$ cat config.mk
export PLATFORM = sky130hd
export DESIGN_NAME = tpg_top
export DESIGN_NICKNAME = d
export VERILOG_FILES = /design/src/rtl/tpg_pkg.sv /design/src/rtl/tpg_regs.sv /design/src/rtl/tpg_match.sv /design/src/rtl/tpg_route.sv /design/src/rtl/tpg_top.sv
export SDC_FILE = /design/constraint.sdc
export NUM_CORES = 2
export LEC_CHECK = 0
export ABC_AREA = 1
export CELL_PAD_IN_SITES_DETAIL_PLACEMENT = 1
export CELL_PAD_IN_SITES_GLOBAL_PLACEMENT = 1
export CORE_UTILIZATION = 27
export CTS_CLUSTER_DIAMETER = 30
export DETAILED_ROUTE_END_ITERATION = 16
export PLACE_DENSITY = 0.57
export SLEW_MARGIN = 20
export SYNTH_ARGS = -nofsm -noshare
export SYNTH_HDL_FRONTEND = slang
export SYNTH_HIERARCHICAL = 1
export SYNTH_SLANG_ARGS = --single-unit
$ cat constraint.sdc
create_clock -name clk -period 2.6 [get_ports clk]
set_clock_uncertainty 0.1 [all_clocks]
set_input_delay 0.26 -clock clk [delete_from_list [all_inputs] [get_ports clk]]
set_output_delay 0.26 -clock clk [all_outputs]
set_load 0.01 [all_outputs]
$ cat src/rtl/tpg_pkg.sv
package tpg_pkg;
    localparam int PIX_W      = 12;
    localparam int PULSES     = 8;
    localparam int PSEL_W     = $clog2(PULSES);
    localparam int RSEL_W     = 4;
    localparam int ADDR_W     = 6;
    localparam int DATA_W     = 16;
    localparam int TP_BASE    = 0;
    localparam int POL_BASE   = 32;
    localparam int ROUTE_BASE = 40;

    // one pool entry; packs exactly onto the 16-bit write data
    typedef struct packed {
        logic              en;
        logic [PSEL_W-1:0] pulse;
        logic [PIX_W-1:0]  pos;
    } tp_t;
endpackage

$ cat src/rtl/tpg_regs.sv
module tpg_regs
    import tpg_pkg::*;
#(
    parameter int NUM_TP   = 32,
    parameter int NUM_PINS = 10
) (
    input  logic                              clk,
    input  logic                              rst_n,
    input  logic                              line_start,
    input  logic                              wr_en,
    input  logic [ADDR_W-1:0]                 wr_addr,
    input  logic [DATA_W-1:0]                 wr_data,
    output tp_t  [NUM_TP-1:0]                 tp_act,
    output logic [PULSES-1:0]                 pol_act,
    output logic [PULSES-1:0]                 pol_stage,
    output logic [NUM_PINS-1:0][RSEL_W-1:0]   rt_act
);
    typedef struct packed {
        tp_t  [NUM_TP-1:0]               tp_sh;
        tp_t  [NUM_TP-1:0]               tp_ac;
        logic [PULSES-1:0]               pol_sh;
        logic [PULSES-1:0]               pol_ac;
        logic [NUM_PINS-1:0][RSEL_W-1:0] rt_sh;
        logic [NUM_PINS-1:0][RSEL_W-1:0] rt_ac;
    } regs_t;

    regs_t r_d, r_q;

    always_comb begin
        r_d = r_q;
        for (int i = 0; i < NUM_TP; i++)
            if (wr_en && wr_addr == ADDR_W'(TP_BASE + i))
                r_d.tp_sh[i] = tp_t'(wr_data);
        for (int i = 0; i < PULSES; i++)
            if (wr_en && wr_addr == ADDR_W'(POL_BASE + i))
                r_d.pol_sh[i] = wr_data[0];
        for (int i = 0; i < NUM_PINS; i++)
            if (wr_en && wr_addr == ADDR_W'(ROUTE_BASE + i))
                r_d.rt_sh[i] = wr_data[RSEL_W-1:0];
        if (line_start) begin
            r_d.tp_ac  = r_q.tp_sh;
            r_d.pol_ac = r_q.pol_sh;
            r_d.rt_ac  = r_q.rt_sh;
        end
    end

    always_ff @(posedge clk or negedge rst_n) begin
        if (!rst_n) begin
            r_q       <= '0;
            r_q.rt_sh <= '1;
            r_q.rt_ac <= '1;
        end else begin
            r_q <= r_d;
        end
    end

    assign tp_act    = r_q.tp_ac;
    assign pol_act   = r_q.pol_ac;
    assign pol_stage = r_q.pol_sh;
    assign rt_act    = r_q.rt_ac;
endmodule

$ cat src/rtl/tpg_match.sv
module tpg_match
    import tpg_pkg::*;
#(
    parameter int NUM_TP = 32
) (
    input  tp_t  [NUM_TP-1:0] tp,
    input  logic [PIX_W-1:0]  cnt,
    output logic [PULSES-1:0] hit
);
    // per pulse: OR of all matching entries, so coincident entries flip once
    for (genvar p = 0; p < PULSES; p++) begin : g_pulse
        logic any;
        always_comb begin
            any = 1'b0;
            for (int t = 0; t < NUM_TP; t++)
                if (tp[t].en && tp[t].pulse == PSEL_W'(p) && tp[t].pos == cnt)
                    any = 1'b1;
        end
        assign hit[p] = any;
    end
endmodule

$ cat src/rtl/tpg_route.sv
module tpg_route
    import tpg_pkg::*;
#(
    parameter int NUM_PINS = 10
) (
    input  logic [PULSES-1:0]               pulse,
    input  logic [NUM_PINS-1:0][RSEL_W-1:0] rt,
    output logic [NUM_PINS-1:0]             pins
);
    for (genvar k = 0; k < NUM_PINS; k++) begin : g_pin
        assign pins[k] = (rt[k] < RSEL_W'(PULSES)) ? pulse[rt[k][PSEL_W-1:0]] : 1'b0;
    end
endmodule

$ cat src/rtl/tpg_top.sv
module tpg_top
    import tpg_pkg::*;
#(
    parameter int NUM_TP   = 32,
    parameter int NUM_PINS = 10
) (
    input  logic                clk,
    input  logic                rst_n,
    input  logic                line_start,
    input  logic                wr_en,
    input  logic [ADDR_W-1:0]   wr_addr,
    input  logic [DATA_W-1:0]   wr_data,
    output logic [PULSES-1:0]   pulse_out,
    output logic [NUM_PINS-1:0] pin_out
);
    localparam logic [PIX_W-1:0] CNT_MAX = '1;

    typedef struct packed {
        logic [PIX_W-1:0]  cnt;
        logic              run;
        logic [PULSES-1:0] lvl;
    } line_t;

    line_t s_d, s_q;

    tp_t  [NUM_TP-1:0]               tp_act;
    logic [PULSES-1:0]               pol_act;
    logic [PULSES-1:0]               pol_stage;
    logic [NUM_PINS-1:0][RSEL_W-1:0] rt_act;
    logic [PULSES-1:0]               hit;
    logic [PIX_W-1:0]                cnt_q;
    logic                            run_q;

    tpg_regs #(.NUM_TP(NUM_TP), .NUM_PINS(NUM_PINS)) u_regs (
        .clk(clk), .rst_n(rst_n), .line_start(line_start),
        .wr_en(wr_en), .wr_addr(wr_addr), .wr_data(wr_data),
        .tp_act(tp_act), .pol_act(pol_act), .pol_stage(pol_stage), .rt_act(rt_act)
    );

    tpg_match #(.NUM_TP(NUM_TP)) u_match (
        .tp(tp_act), .cnt(s_q.cnt), .hit(hit)
    );

    always_comb begin
        s_d = s_q;
        if (line_start) begin
            s_d.cnt = '0;
            s_d.run = 1'b1;
            s_d.lvl = pol_stage;
        end else if (s_q.run) begin
            s_d.lvl = s_q.lvl ^ hit;
            if (s_q.cnt == CNT_MAX) s_d.run = 1'b0;
            else                    s_d.cnt = s_q.cnt + 1'b1;
        end
    end

    always_ff @(posedge clk or negedge rst_n) begin
        if (!rst_n) s_q <= '0;
        else        s_q <= s_d;
    end

    assign pulse_out = s_q.lvl;
    assign cnt_q     = s_q.cnt;
    assign run_q     = s_q.run;

    tpg_route #(.NUM_PINS(NUM_PINS)) u_route (
        .pulse(s_q.lvl), .rt(rt_act), .pins(pin_out)
    );
endmodule

Word level (Yosys, flattened, before mapping)
Cells that the tools add are included.
{"block": "totals", "register_bits": 1133, "in_bits": 26, "out_inout_bits": 18, "elab_cells": 1439}
{"block": "classes", "addsub": 1, "magnitude_cmp": 20, "eq_ne": 307, "mux": 290, "bitwise_logic": 1, "reduce_logical": 597}
{"op": "$logic_and A1 B1 Y1", "n": 562}
{"op": "$eq A12 B12 Y1", "n": 32}
{"op": "$eq A3 B3 Y1 const B", "n": 128}
{"op": "$mux W1", "n": 277}
{"op": "$eq A3 B2 Y1 const B", "n": 64}
{"op": "$eq A6 B6 Y1 const B", "n": 18}
{"op": "$eq A3 B1 Y1 const B", "n": 32}
{"op": "$eq A6 B5 Y1 const B", "n": 16}
{"op": "$logic_not A3 Y1", "n": 32}
{"op": "$eq A6 B4 Y1 const B", "n": 8}
{"op": "$mux W21", "n": 2}
{"op": "$lt A3 B4 Y1 const B", "n": 10}
{"op": "$lt A4 B4 Y1 const B", "n": 10}
{"op": "$bmux W1 S3", "n": 10}
{"op": "$eq A6 B3 Y1 const B", "n": 4}
{"op": "$add A12 B1 Y12 const B", "n": 1}
{"op": "$eq A12 B12 Y1 const B", "n": 1}
{"op": "$eq A6 B2 Y1 const B", "n": 2}
{"op": "$mux W12", "n": 1}
{"op": "$xor A8 B8 Y8", "n": 1}
{"op": "$eq A6 B1 Y1 const B", "n": 1}
{"op": "$logic_not A6 Y1", "n": 1}
{"op": "$ne A2 B2 Y1 const B", "n": 1}
{"op": "$reduce_and A2 Y1", "n": 1}
{"op": "$reduce_bool A2 Y1", "n": 1}

Depth between registers and ports, before layout
{"block": "depth", "depth_word": 38, "mapped_depth": 17, "depth_no_buf": 14}

Modules after synthesis
Netlist, hierarchy kept.
{"module": "tpg_regs", "instances": 1, "cells_per_inst": 4087, "area_per_inst_um2": 45949.1, "seq_area_each_um2": 28127.0}
{"module": "tpg_match", "instances": 1, "cells_per_inst": 2261, "area_per_inst_um2": 10762.8, "seq_area_each_um2": 0.0}
{"module": "tpg_top", "instances": 1, "cells_per_inst": 143, "area_per_inst_um2": 1193.6, "seq_area_each_um2": 525.5}
{"module": "tpg_route", "instances": 1, "cells_per_inst": 208, "area_per_inst_um2": 843.3, "seq_area_each_um2": 0.0}

Worst setup path after synthesis
OpenSTA, ideal clock, no wires.
{"block": "synth_path", "kind": "reg2reg", "start": "register s_q (netlist bit cnt_q[0])", "end": "register s_q (netlist bit pulse_out[1])", "setup_ns": 0.131, "t_arrival_ns": 1.812, "t_required_ns": 2.369, "slack_ns": 0.557, "stages_incl_launch_ff": 18, "n_path_buf": 3, "period_less_slack_ns": 2.043, "cell_sequence": "dfrtp_1 buf_4 inv_2 buf_2 nand2_1 nand2_1 nor2_1 nand2_1 nor2_4 nand3_1 nand2_1 nor2_1 nand2_1 nor2_1 nand2_1 buf_4 xnor2_1 o211ai_1"}
{"block": "synth_via", "elab_chain_cells": 37, "elab_cells_between_ends": 99, "cone_classes": "eq/ne (32); mux (34); bitwise (1); reduce/logical (32)"}
{"item": "from (decl)", "line_no": "tpg_top.sv:24", "source": "line_t s_d, s_q;"}
{"item": "from (signal assigned)", "line_no": "tpg_top.sv:58", "source": "if (!rst_n) s_q <= '0;"}
{"item": "from (signal assigned)", "line_no": "tpg_top.sv:59", "source": "else s_q <= s_d;"}
{"item": "$eq A12 B12 Y1", "line_no": "tpg_match.sv:16", "source": "if (tp[t].en && tp[t].pulse == PSEL_W'(p) && tp[t].pos == cnt)"}
{"item": "$logic_and A1 B1 Y1", "line_no": "tpg_match.sv:16"}
{"item": "$mux W1 (31 in series)", "line_no": "tpg_match.sv:16"}
{"item": "$mux W1 *", "line_no": "tpg_match.sv:16"}
{"item": "net u_match.g_pulse[1].any", "line_no": "tpg_match.sv:12", "source": "logic any;"}
{"item": "$xor A8 B8 Y8 *", "line_no": "tpg_top.sv:51", "source": "s_d.lvl = s_q.lvl ^ hit;"}
{"item": "$mux W21 *", "line_no": "tpg_top.sv:50", "source": "end else if (s_q.run) begin"}
{"item": "$mux W21 *", "line_no": "tpg_top.sv:46", "source": "if (line_start) begin"}
The timed path passes the listed nets; every way through them passes the cells marked *. The select of a mux whose other input is x is not followed.
A chain may end at the register's enable or synchronous reset.

Final worst setup path
{"block": "layout_path", "start": "register s_q (netlist bit cnt_q[7])", "end": "register s_q (netlist bit pulse_out[7])"}
{"block": "layout_via", "elab_chain_cells": 37, "elab_cells_between_ends": 99, "cone_classes": "eq/ne (32); mux (34); bitwise (1); reduce/logical (32)"}
{"item": "$eq A12 B12 Y1", "line_no": "tpg_match.sv:16"}
{"item": "$logic_and A1 B1 Y1", "line_no": "tpg_match.sv:16"}
{"item": "$mux W1 (31 in series)", "line_no": "tpg_match.sv:16"}
{"item": "$mux W1 *", "line_no": "tpg_match.sv:16"}
{"item": "net hit[7]", "line_no": "tpg_top.sv:30", "source": "logic [PULSES-1:0] hit;"}
{"item": "$xor A8 B8 Y8 *", "line_no": "tpg_top.sv:51"}
{"item": "$mux W21 *", "line_no": "tpg_top.sv:50"}
{"item": "$mux W21 *", "line_no": "tpg_top.sv:46"}
Marked as above.

==> results.md <==
- Run status: finished with violations
- Violated checks: negative setup slack
- Top Metal Used: met4
- Fillers: 24415
- Leakage dissipation: 35.7 nW
- DIE AREA: 218000 sq um
- Startpoint-to-endpoint class of the critical path: flop to flop
- Number of buffers added on ports: 43
- Type of origin of the critical path: flop
- Slew of the pin with the lowest slew margin: 0.857 ns
- Floorplan core area: 215000 sq um
- Tmin final: 2.66 ns
- Met3 wire length: 8.40 mm
- Maximum number of pins on one net before global-route repair: 94
- CP max-delay cell: sky130_fd_sc_hd__dfrtp_2
- First-pass DRT Iterations: 5
- Core Rows: 170
- N_diodes: 0
- Number of buffers on the longest clock path: 4
- TritonCTS clock tree: built
- Clk sinks: 1133
- Cell seen most often among critical-path stages: sky130_fd_sc_hd__nand2_1
- Final period util: 102%
- Master cell of the clock root buffer: sky130_fd_sc_hd__clkbuf_16
- RSZ-0062 raised after global routing: yes
- Combined flip-flop and latch cell area: 28500 sq um
- Total routed wirelength: 197 mm
- Overall Power: 72.1 mW
- Post-route DRC violation count: 0
- Rel. slew slack: a little over two fifths
- Final layout net count: about 6600
- Cell area after technology mapping: between 50000 and 60000 sq um
- Number of vias after detailed routing: 43623
- Synth-to-layout area growth: 23.8%
- Starting utilization of the core area: 27.2%
- Critical Path Fanout Max: 12
- Met2 Routed Length: 91.9 mm
- Global routing usage summed across all routing layers: between 10% and 20%
- Die width: 467 um
- Global route total overflow: 0
- Cell Count, Final, Fillers Out: 9644
- Clock latency on the worst-skew pair: 0.90 ns
- First-iteration detailed-routing DRC count: 2345
- Instance count after placement with tap cells included: ~9000
- Final Hold Fails: 0
- Power per standard cell area: approximately 1000 nW/um^2
- Max Cap Violations: 0
- Cts bufs inserted: 327
- H-tree depth: 5
- Worst min path class: input pin to async pin
- Vias in the first global route: 47438
- HPWL after detailed placement: roughly 130 mm
- Final routed wire length divided by cell count: 20.4 um
- Maximum single-stage delay on the critical path: 0.49 ns
- Number of max-slew violations in the final report: 0
- Mean instance size in the synthesized netlist: 8.75 sq um
- Top-level I/O count: 44
- Peak ir drop on the vdd network: 0.546 mV
- Arrival time reported for the critical path endpoint: approximately 3.3 ns
- Number of antenna-violating nets in the routed design: 0
- Setup slack after layout: -0.0566 ns
- Clock transition at the registers of the reported paths: approximately 0.04 ns
- Syn Nets: between 6000 and 7000
- Yosys warning total: 6
- Critical path buffers and inverters: 4
- Vertical die dimension: 467 um
- Kind of cell adding the most delay to the critical path: simple AND/OR/NAND/NOR gates
- Antenna violations before repair: 5
- Req. time, crit path: 3.25 ns
- Wl on met1: 91.0 mm
- Global-route wire length before repair: 302 mm
- Fraction of layout cells with a size suffix above 1: 25.6%
- Number of instances in the synthesized netlist: ~6700
- Achievable clock frequency: 376 MHz
- Number of setup violations in the final report: 6
- Kind of capture point of the worst setup path: flop
- CP cell instances: buf_12 > buf_4 > nand2_1 > nand2_1 > nor2_1 > nand2_1 > nor2_4 > nand3_1 > nand2_1 > nor2_2 > nand2_2 > buf_12 > nor2_1 > buf_4 > nand2_1 > xnor2_1 > o211ai_1
- Area of combinational cells with multiple inputs: 23400 sq um
- Routability congestion estimate: between 0.8 and 0.9
- Ratio of routed vias to standard cells: 4.52
layer usage:
metal / vias to the layer above / track usage (%)
li1: 20269 / -
met1: 22206 / 24.4
met2: 826 / 29.7
met3: 322 / 3.30
met4: 0 / 5.83
met5: - / 0
report_power, final:
group          switching, mW  internal (mW)  leakage (nW)  total (mW)
Combinational           5.67           3.97          15.5        9.64
Sequential              1.89           20.4          14.7        22.2
Clock                   11.4           28.8          5.46        40.2
flip-flops by register name, summed over array words and instances, names as in the netlist:
name and flops:
u_regs/tp_act 512, u_regs/pol_stage 8, run_q 1, cnt_q 12
u_regs/rt_act 40, pulse_out 8, u_regs/r_q 552
area by class of cell:
class	instances	area share, %
clock inverters	111	2.32
flip-flops and latches	1133	39.4
inverters	357	1.91
well taps	2838	4.91
repair inverters	1	0.00865
multi-input cells	4349	32.4
clock buffers	452	13.0
repair buffers	403	6.04
final timing paths:
check                                start  slack, ns            endpoint  depth (start not counted)
setup / recovery                  cnt_q[7]      -0.06        pulse_out[7]                         17
hold / removal                       rst_n       0.06  u_regs/tp_act[340]                          3
setup reg to reg                  cnt_q[7]      -0.06        pulse_out[7]                         17
hold reg to reg            u_regs/r_q[825]       0.35  u_regs/tp_act[217]                          1
max in group asynchronous            rst_n       1.60        pulse_out[0]                          4
min in group clk                wr_data[4]       0.18     u_regs/r_q[756]                          4
layout by cell type (no fill, tap or decap), types with 4 or more instances in the layout:
cell	instances
sky130_fd_sc_hd__clkbuf_1	51
sky130_fd_sc_hd__nor2_2	58
sky130_fd_sc_hd__a21oi_1	29
sky130_fd_sc_hd__clkinvlp_4	13
sky130_fd_sc_hd__clkbuf_2	5
sky130_fd_sc_hd__dfrtp_2	15
sky130_fd_sc_hd__clkbuf_8	70
sky130_fd_sc_hd__buf_8	6
sky130_fd_sc_hd__clkdlybuf4s50_1	18
sky130_fd_sc_hd__inv_2	15
sky130_fd_sc_hd__buf_6	18
sky130_fd_sc_hd__nand3_2	17
sky130_fd_sc_hd__mux2_2	526
sky130_fd_sc_hd__nor2_1	510
sky130_fd_sc_hd__clkbuf_16	331
sky130_fd_sc_hd__nor2_4	53
sky130_fd_sc_hd__xnor2_1	97
sky130_fd_sc_hd__dlygate4sd3_1	15
sky130_fd_sc_hd__nand3_1	317
sky130_fd_sc_hd__nand2_2	48
sky130_fd_sc_hd__inv_6	4
sky130_fd_sc_hd__bufinv_16	40
sky130_fd_sc_hd__inv_4	10
sky130_fd_sc_hd__dfrtp_1	1038
sky130_fd_sc_hd__dfstp_2	80
sky130_fd_sc_hd__clkinv_4	7
sky130_fd_sc_hd__buf_2	17
sky130_fd_sc_hd__clkinv_2	46
sky130_fd_sc_hd__o21ai_0	291
sky130_fd_sc_hd__nand2_1	2216
sky130_fd_sc_hd__inv_1	328
sky130_fd_sc_hd__xor2_1	140
sky130_fd_sc_hd__nor3_4	17
sky130_fd_sc_hd__o211ai_1	8
sky130_fd_sc_hd__buf_4	228
sky130_fd_sc_hd__buf_12	96
sky130_fd_sc_hd__xnor2_2	5
worst register-to-register path, cell delays in order (launching register included):
cell	delay, ns
sky130_fd_sc_hd__dfrtp_2	0.49
sky130_fd_sc_hd__buf_12	0.21
sky130_fd_sc_hd__buf_4	0.15
sky130_fd_sc_hd__nand2_1	0.05
sky130_fd_sc_hd__nand2_1	0.07
sky130_fd_sc_hd__nor2_1	0.05
sky130_fd_sc_hd__nand2_1	0.10
sky130_fd_sc_hd__nor2_4	0.07
sky130_fd_sc_hd__nand3_1	0.09
sky130_fd_sc_hd__nand2_1	0.07
sky130_fd_sc_hd__nor2_2	0.20
sky130_fd_sc_hd__nand2_2	0.10
sky130_fd_sc_hd__buf_12	0.14
sky130_fd_sc_hd__nor2_1	0.09
sky130_fd_sc_hd__buf_4	0.16
sky130_fd_sc_hd__nand2_1	0.11
sky130_fd_sc_hd__xnor2_1	0.17
sky130_fd_sc_hd__o211ai_1	0.09
metrics by stage:
step / hold WS [ns] / worst slack, ns / util (%) / TNS [ns] / cell area [sq um]
global placement: 0.131 / -0.647 / 27.9 / -2.49 / 60000
floorplan: -0.136 / 0.557 / - / 0 / 58400
global route: 0.0550 / -0.176 / 33.7 / -1.13 / 72300
finish: 0.0602 / -0.0566 / 33.7 / -0.148 / 72300
detailed placement: 0.138 / -0.658 / 27.9 / -2.58 / 60000
CTS: 0.0434 / -0.0722 / 33.5 / -0.299 / 71900
repair_timing:
| item | 4_1_cts | 5_1_grt |
|---|---|---|
| buffers inserted | 19 | 21 |
| hold buffers | 16 | 0 |
| pin swaps | 27 | 49 |
| gates resized for setup | 133 | 92 |
| setup endpoints to repair | 18 | 17 |
| gates cloned | 2 | 1 |
| endpoints found under the hold margin | 1568 | 0 |
Power figures use the tool's default switching activity.
